`config.mk`:
```
export PLATFORM = sky130hd
export DESIGN_NAME = asd_override_ctrl
export DESIGN_NICKNAME = d
export VERILOG_FILES = /design/src/rtl/asd_pkg.sv /design/src/rtl/asd_fault_sync.sv /design/src/rtl/asd_status.sv /design/src/rtl/asd_ovr_decode.sv /design/src/rtl/asd_override_ctrl.sv
export SDC_FILE = /design/constraint.sdc
export NUM_CORES = 1
export LEC_CHECK = 0
export ABC_AREA = 1
export BUFFER_PORTS_ARGS = -buffer_cell sky130_fd_sc_hd__buf_4
export CORE_AREA = 5 5 42 44
export DETAILED_ROUTE_END_ITERATION = 8
export DIE_AREA = 0 0 47 49
export PLACE_DENSITY = 0.74
export SLEW_MARGIN = 20
export SYNTH_ARGS = -nofsm -noshare
export SYNTH_HDL_FRONTEND = slang
export SYNTH_SLANG_ARGS = --single-unit
```
`constraint.sdc`:
```
create_clock -name clk -period 0.9 [get_ports clk]
set_input_delay 0.18 -clock clk [delete_from_list [all_inputs] [get_ports clk]]
set_output_delay 0.18 -clock clk [all_outputs]
set_load 0.01 [all_outputs]
```
`src/rtl/asd_pkg.sv`:
```
package asd_pkg;
  typedef enum logic [1:0] {
    OVR_INACT = 2'b00,
    OVR_HIZ   = 2'b01,
    OVR_LOW   = 2'b10,
    OVR_HIGH  = 2'b11
  } ovr_sel_e;

  localparam int unsigned OVR_SEL_W = 2;
endpackage

```
`src/rtl/asd_fault_sync.sv`:
```
module asd_fault_sync #(
  parameter int unsigned WIDTH  = 4,
  parameter int unsigned STAGES = 2
) (
  input  logic             clk,
  input  logic             rst_n,
  input  logic [WIDTH-1:0] async_i,
  output logic [WIDTH-1:0] sync_o
);
  logic [WIDTH-1:0] chain_q [STAGES];
  logic [WIDTH-1:0] chain_d [STAGES];

  for (genvar s = 0; s < STAGES; s++) begin : g_stage
    if (s == 0) begin : g_first
      always_comb chain_d[s] = async_i;
    end else begin : g_next
      always_comb chain_d[s] = chain_q[s-1];
    end

    always_ff @(posedge clk or negedge rst_n) begin
      if (!rst_n) chain_q[s] <= '0;
      else        chain_q[s] <= chain_d[s];
    end
  end

  assign sync_o = chain_q[STAGES-1];
endmodule

```
`src/rtl/asd_status.sv`:
```
module asd_status (
  input  logic clk,
  input  logic rst_n,
  input  logic flt_hit_i,
  input  logic sw_set_i,
  input  logic sw_clr_i,
  input  logic auto_restart_i,
  input  logic rise_evt_i,
  output logic status_o
);
  logic status_q, status_d;
  logic set_req, auto_rel, clr_req;

  always_comb begin
    set_req  = sw_set_i | flt_hit_i;
    auto_rel = auto_restart_i & rise_evt_i & ~flt_hit_i;
    clr_req  = sw_clr_i | auto_rel;
    status_d = status_q;
    if (set_req)      status_d = 1'b1;
    else if (clr_req) status_d = 1'b0;
  end

  always_ff @(posedge clk or negedge rst_n) begin
    if (!rst_n) status_q <= 1'b0;
    else        status_q <= status_d;
  end

  assign status_o = status_q;

  // a synchronised fault always leaves the bit set
  assert_fault_sets_R3: assert property (@(posedge clk) disable iff (!rst_n)
    flt_hit_i |=> status_q);

  // software set request always lands
  assert_sw_set_lands_R4: assert property (@(posedge clk) disable iff (!rst_n)
    sw_set_i |=> status_q);

  // the bit only falls after a clear source
  assert_release_cause_R5: assert property (@(posedge clk) disable iff (!rst_n)
    $fell(status_q) |-> $past(sw_clr_i | (auto_restart_i & rise_evt_i)));

  // no automatic release while a fault remains
  assert_hold_with_fault_R7: assert property (@(posedge clk) disable iff (!rst_n)
    (status_q && flt_hit_i) |=> status_q);
endmodule

```
`src/rtl/asd_ovr_decode.sv`:
```
module asd_ovr_decode
  import asd_pkg::*;
(
  input  logic                 clk,
  input  logic                 rst_n,
  input  logic                 active_i,
  input  logic [OVR_SEL_W-1:0] sel_i,
  output logic                 drive_o,
  output logic                 level_o,
  output logic                 hiz_o,
  output logic                 inact_o
);
  ovr_sel_e sel;
  assign sel = ovr_sel_e'(sel_i);

  always_comb begin
    drive_o = 1'b0;
    level_o = 1'b0;
    hiz_o   = 1'b0;
    inact_o = 1'b0;
    if (active_i) begin
      unique case (sel)
        OVR_INACT: inact_o = 1'b1;
        OVR_HIZ:   hiz_o   = 1'b1;
        OVR_LOW:   drive_o = 1'b1;
        OVR_HIGH:  begin drive_o = 1'b1; level_o = 1'b1; end
        default:   inact_o = 1'b1;
      endcase
    end
  end

  // at most one command kind per output
  assert_one_cmd_R9: assert property (@(posedge clk) disable iff (!rst_n)
    $onehot0({drive_o, hiz_o, inact_o}));

  // shutdown always produces a command
  assert_cmd_in_sd_R9: assert property (@(posedge clk) disable iff (!rst_n)
    active_i |-> (drive_o | hiz_o | inact_o));

  // quiet when no shutdown
  assert_quiet_R10: assert property (@(posedge clk) disable iff (!rst_n)
    !active_i |-> !(drive_o | level_o | hiz_o | inact_o));
endmodule

```
`src/rtl/asd_override_ctrl.sv`:
```
module asd_override_ctrl
  import asd_pkg::*;
#(
  parameter int unsigned NUM_FAULTS  = 4,
  parameter int unsigned NUM_OUTS    = 2,
  parameter int unsigned SYNC_STAGES = 2
) (
  input  logic                            clk,
  input  logic                            rst_n,
  input  logic [NUM_FAULTS-1:0]           fault_i,
  input  logic [NUM_FAULTS-1:0]           fault_en_i,
  input  logic                            sw_set_i,
  input  logic                            sw_clr_i,
  input  logic                            auto_restart_i,
  input  logic                            rise_evt_i,
  input  logic [OVR_SEL_W*NUM_OUTS-1:0]   ovr_sel_i,
  output logic                            sd_status_o,
  output logic                            sd_active_o,
  output logic [NUM_OUTS-1:0]             ovr_drive_o,
  output logic [NUM_OUTS-1:0]             ovr_level_o,
  output logic [NUM_OUTS-1:0]             ovr_hiz_o,
  output logic [NUM_OUTS-1:0]             ovr_inact_o
);
  logic [NUM_FAULTS-1:0] fault_sync;
  logic                  live_hit;
  logic                  sync_hit;
  logic                  status;

  asd_fault_sync #(
    .WIDTH (NUM_FAULTS),
    .STAGES(SYNC_STAGES)
  ) sync_i (
    .clk    (clk),
    .rst_n  (rst_n),
    .async_i(fault_i),
    .sync_o (fault_sync)
  );

  assign live_hit = |(fault_i & fault_en_i);
  assign sync_hit = |(fault_sync & fault_en_i);

  asd_status status_i (
    .clk           (clk),
    .rst_n         (rst_n),
    .flt_hit_i     (sync_hit),
    .sw_set_i      (sw_set_i),
    .sw_clr_i      (sw_clr_i),
    .auto_restart_i(auto_restart_i),
    .rise_evt_i    (rise_evt_i),
    .status_o      (status)
  );

  assign sd_status_o = status;
  assign sd_active_o = status | live_hit;

  for (genvar k = 0; k < NUM_OUTS; k++) begin : g_out
    asd_ovr_decode dec_i (
      .clk     (clk),
      .rst_n   (rst_n),
      .active_i(sd_active_o),
      .sel_i   (ovr_sel_i[OVR_SEL_W*k +: OVR_SEL_W]),
      .drive_o (ovr_drive_o[k]),
      .level_o (ovr_level_o[k]),
      .hiz_o   (ovr_hiz_o[k]),
      .inact_o (ovr_inact_o[k])
    );
  end

  // a live enabled fault is always seen as shutdown at the outputs
  assert_live_fault_R2: assert property (@(posedge clk) disable iff (!rst_n)
    live_hit |-> (ovr_drive_o | ovr_hiz_o | ovr_inact_o) != '0);
endmodule

```
; Yosys cells after proc, flatten, opt, wreduce, memory -nomap -nowiden
; Index checks and enable logic that the tools add are counted.
[word_totals]
reg_bits = 9
input_bits = 18
output_inout_bits = 10
word_cells = 42
[op_classes]
eq_ne = 6
n_mux = 18
n_bitwise = 8
n_reduce_logical = 7
[op_table]
columns = cell, n
row1 = $mux 1, 18
row2 = $and 4x4->4, 2
row3 = $eq 2x2->1 const B, 4
row4 = $reduce_or 4->1, 2
row5 = $eq 2x1->1 const B, 2
row6 = $logic_not 2->1, 2
row7 = $reduce_or 2->1, 2
row8 = $or 1x1->1, 3
row9 = $and 1x1->1, 2
row10 = $reduce_bool 2->1, 1
row11 = $not 1->1, 1

; Longest topological paths before layout
[depth]
depth_word = 7
ltp_mapped = 5
depth_no_buf = 4

; By module
; Synthesis repeated with hierarchy kept, for this count alone.
[hier_totals]
cells_unflattened = 46
hier_area_um2 = 367.9
[modules_own_cells]
columns = module, instances, cells_each, area_per_inst_um2, seq_area_each_um2
row1 = asd_fault_sync, 1, 8, 200.2, 200.2
row2 = asd_override_ctrl, 1, 16, 62.6, 0.0
row3 = asd_ovr_decode, 2, 8, 30.0, 0.0
row4 = asd_status, 1, 6, 45.0, 25.0

; Worst setup path before layout
; OpenSTA, ideal clock, no wires.
[synth_path]
kind = flip-flop to output port
start = register status_i.status_q (netlist: status_i.status_o)
end = output port ovr_drive_o[0]
arrival_ns = 0.912
setup_slack_ns = -0.192
stages_incl_launch_ff = 6
path_buffers = 1
path_cell_list = dfrtp_1 inv_1 nand3_2 nor2_4 nor2_1 buf_4
[synth_via]
elab_chain_cells = 2
[synth_rtl]
columns = element, line_no
row1 = start: declaration, asd_status.sv:11  ; logic status_q, status_d;
row2 = start signal: assignment, asd_status.sv:25  ; else status_q <= status_d;
row3 = $or 1x1->1, asd_override_ctrl.sv:54  ; assign sd_active_o = status | live_hit;
row4 = $mux 1, asd_ovr_decode.sv:21  ; if (active_i) begin
row5 = end: declaration, asd_override_ctrl.sv:19  ; output logic [NUM_OUTS-1:0] ovr_drive_o,
; Every way passes these cells.

; Worst setup path after layout
[layout_path]
start = register status_i.status_q (netlist: status_i.status_o)
end = output port ovr_drive_o[1]
; Same word-level chain as after synthesis.

==> impl_metrics.py <==
metrics = {
    "sta": {
        "setup_viol": 10,
        "fin_skew_ps": 5.922,
        "period_share_pct": 147.3,
        "slew_viol_final": 0,
        "timing.fmax_mhz": 754.4,
        "relSlewSlack_pct": 86.84,
        "timing.final.ws_setup_ps": -425.6,
        "layout_min_cycle_time_ps": 1326,
        "worst_pin_slew_ps": 196.9,
        "hold_viol": 0,
        "rsz0062_at_grt": "true",
    },
    "job": {
        "max_cap_viol_count": 0,
    },
    "setup_path": {
        "critPathKind": "reg2out",
        "cp_top_family": "flip-flops",
        "cpPeakStageDelay_ps": 380,
        "cp_slowest_cell": "dfrtp_1",
        "end_kind": "output pin",
        "crit_arrival_ps": 1150,
        "crit_buf_inv": 2,
        "path_cells": "inv_2 -> nand3_4 -> nor2_4 -> nor2_1 -> buf_4",
        "path_max_fanout": 5,
        "critPathRequiredTime_ps": 720,
        "cp-start-kind": "register",
    },
    "place": {
        "dp_cells": 92,
        "dp_hpwl_um": 833.8,
        "gp_congestion": 0.7120,
        "dp_slack_ps": -204.7,
        "port_buffers": 27,
    },
    "final_layout": {
        "final_cells": 99,
        "area_delta_synth_final_pct": 60.34,
        "drive_gt1_share_pct": 46.99,
        "finalCoreUtilization_pct": 50.54,
        "nets": 102,
        "antennaDiodeCount": 0,
        "nFillCells": 146,
    },
    "floorplanning": {
        "initial_utilization_pct": 31.52,
        "pin_count": 28,
        "die_w_um": 47,
        "dieArea_um2": 2303,
        "std_cell_rows": 14,
        "core_um2": 1401,
        "die_h_um": 49,
    },
    "logic_synthesis": {
        "synth_top_area_cell": "dfrtp_1",
        "netlist_instances": 53,
        "synth_cell_type_count": 10,
        "yosysWarnings": 0,
        "synthesis.nets": 71,
        "synth_top_area_share_pct": 50.99,
        "ys_seq_elements": 9,
        "syn_avg_cell_area_um2": 8.333,
        "netlist_top_cells_area": "dfrtp_1 51%, buf_4 14%, nand2_1 13%, nor2_1 8.5%, inv_1 4.2%",
        "syn_area_um2": 441.7,
        "ys_seq_area_share_pct": 50.99,
    },
    "cts": {
        "cts_tree": "yes",
        "path_clk_slew_ps": 60,
        "cts_root_buf": "clkbuf_4",
        "clock_sinks": 9,
        "h-tree-depth": 1,
        "cts_inserted_buffers": 3,
        "clockBufferDepth": 2,
        "clock_insertion_delay_worst_skew_ps": 260,
    },
    "pwr": {
        "ir_worst_vdd_mv": 0.9066,
        "powerDensity_nw_per_um2": 1326,
        "p_leak_uw": 0.0003787,
    },
    "global_routing": {
        "globalRouteOverflowTotal": 0,
        "grt_max_degree": 10,
        "grt_util_all_layers_pct": 10.40,
        "grt_pass1_vias": 442,
        "grt_first_pass_wirelength_um": 1718,
        "antenna_found_initial": 0,
    },
    "drt": {
        "wl_per_cell_um": 10.07,
        "drc_errors": 0,
        "wl_um": 997,
        "ant_nets": 0,
        "drtPass1Iterations": 2,
        "drtIter0Drc": 1,
        "routed-via-count": 418,
        "via_per_inst": 4.222,
    },
    "status": {
        "violations": "setup timing",
        "status": "finished, violations left",
    },
    "hold_path": {
        "min_path_type": "in2reg",
    },
}
-- placed cells by master, fill, tap and decap left out --
master and count:
clkbuf_1 1, nand2_1 15, nor2_1 10, inv_1 4, nand3_1 1, a21oi_1 1
inv_2 1, dlygate4sd3_1 1, or2_1 2, clkbuf_4 3, dfrtp_1 9, buf_4 29
nor2_4 2, nand3_4 1, buf_6 3
-- final cells by class --
type / count / area, um2 / area share (%)
tap: 16 / 20.02 / 2.827
inverter: 5 / 18.77 / 2.650
multi-input combinational: 32 / 156.4 / 22.08
timing repair buffer: 33 / 261.5 / 36.93
clock buffer: 4 / 26.28 / 3.710
sequential: 9 / 225.2 / 31.80
-- cell usage after synthesis --
master	count
nand2_1	15
nor2_1	10
dfrtp_1	9
buf_4	8
inv_1	5
or2_1	2
a21oi_1	1
nand3_1	1
nand3_2	1
nor2_4	1
-- path summary, 6_finish.rpt --
kind	from	end	slack [ps]	cells past startpoint
worst max-delay path	status_i.status_o	ovr_drive_o[1]	-430	5
worst min-delay path	fault_i[3]	sync_i.chain_d[3]	30	1
worst max register to register	status_i.status_o	status_i.status_o	90	5
worst min register to register	sync_i.chain_d[1]	sync_i.sync_o[1]	340	0
max in group asynchronous	rst_n	sync_i.sync_o[2]	500	2
min in group asynchronous	rst_n	sync_i.sync_o[1]	260	2
-- flip-flops by register name, indices dropped and copies added (netlist names) --
signal and cells:
sync_i.chain_d 4, sync_i.sync_o 4, status_i.status_o 1
-- cells by family after synthesis --
group                  Yosys count  share of synthesized area [%]
buffers and inverters           13                          17.85
AOI/OAI and AO/OA                1                          1.132
DFF                              9                          50.99
and+or+nand+nor                 30                          30.03
-- timing repair --
action / CTS / global route
setup buffers: 1 / 0
endpoints found under the hold margin: 9 / 0
setup endpoints to repair: 10 / 10
gates cloned: 1 / 0
hold buffers: 1 / 0
resized for setup: 5 / 0
pin swaps: 2 / 2
-- power by group --
group	internal (uW)	switching (uW)	total, uW
logic	118	87.3	205
clock network	170	132	302
registers	425	6.41	432
-- layer usage --
metal	GRT usage, %	up-vias	routed length (um)
met1	11.16	182	353
met4	6.912	0	25
li1	-	212	-
met5	0	-	0
met2	17.19	22	525
met3	2.214	2	92
-- stage by stage --
step | total power, uW | hold WS [ps] | setup TNS (ps) | instance area (um2)
detailed placement | 628.6 | 6.481 | -1780 | 634.4
global placement | 623.7 | 3.981 | -1544 | 634.4
CTS | 960.0 | 27.34 | -4161 | 708.2
finish | 939.0 | 33.33 | -3941 | 708.2
global route | 1011 | 14.60 | -4737 | 708.2
floorplan | 526.0 | -115.6 | -1595 | 441.7
Power figures use the tool's default switching activity.
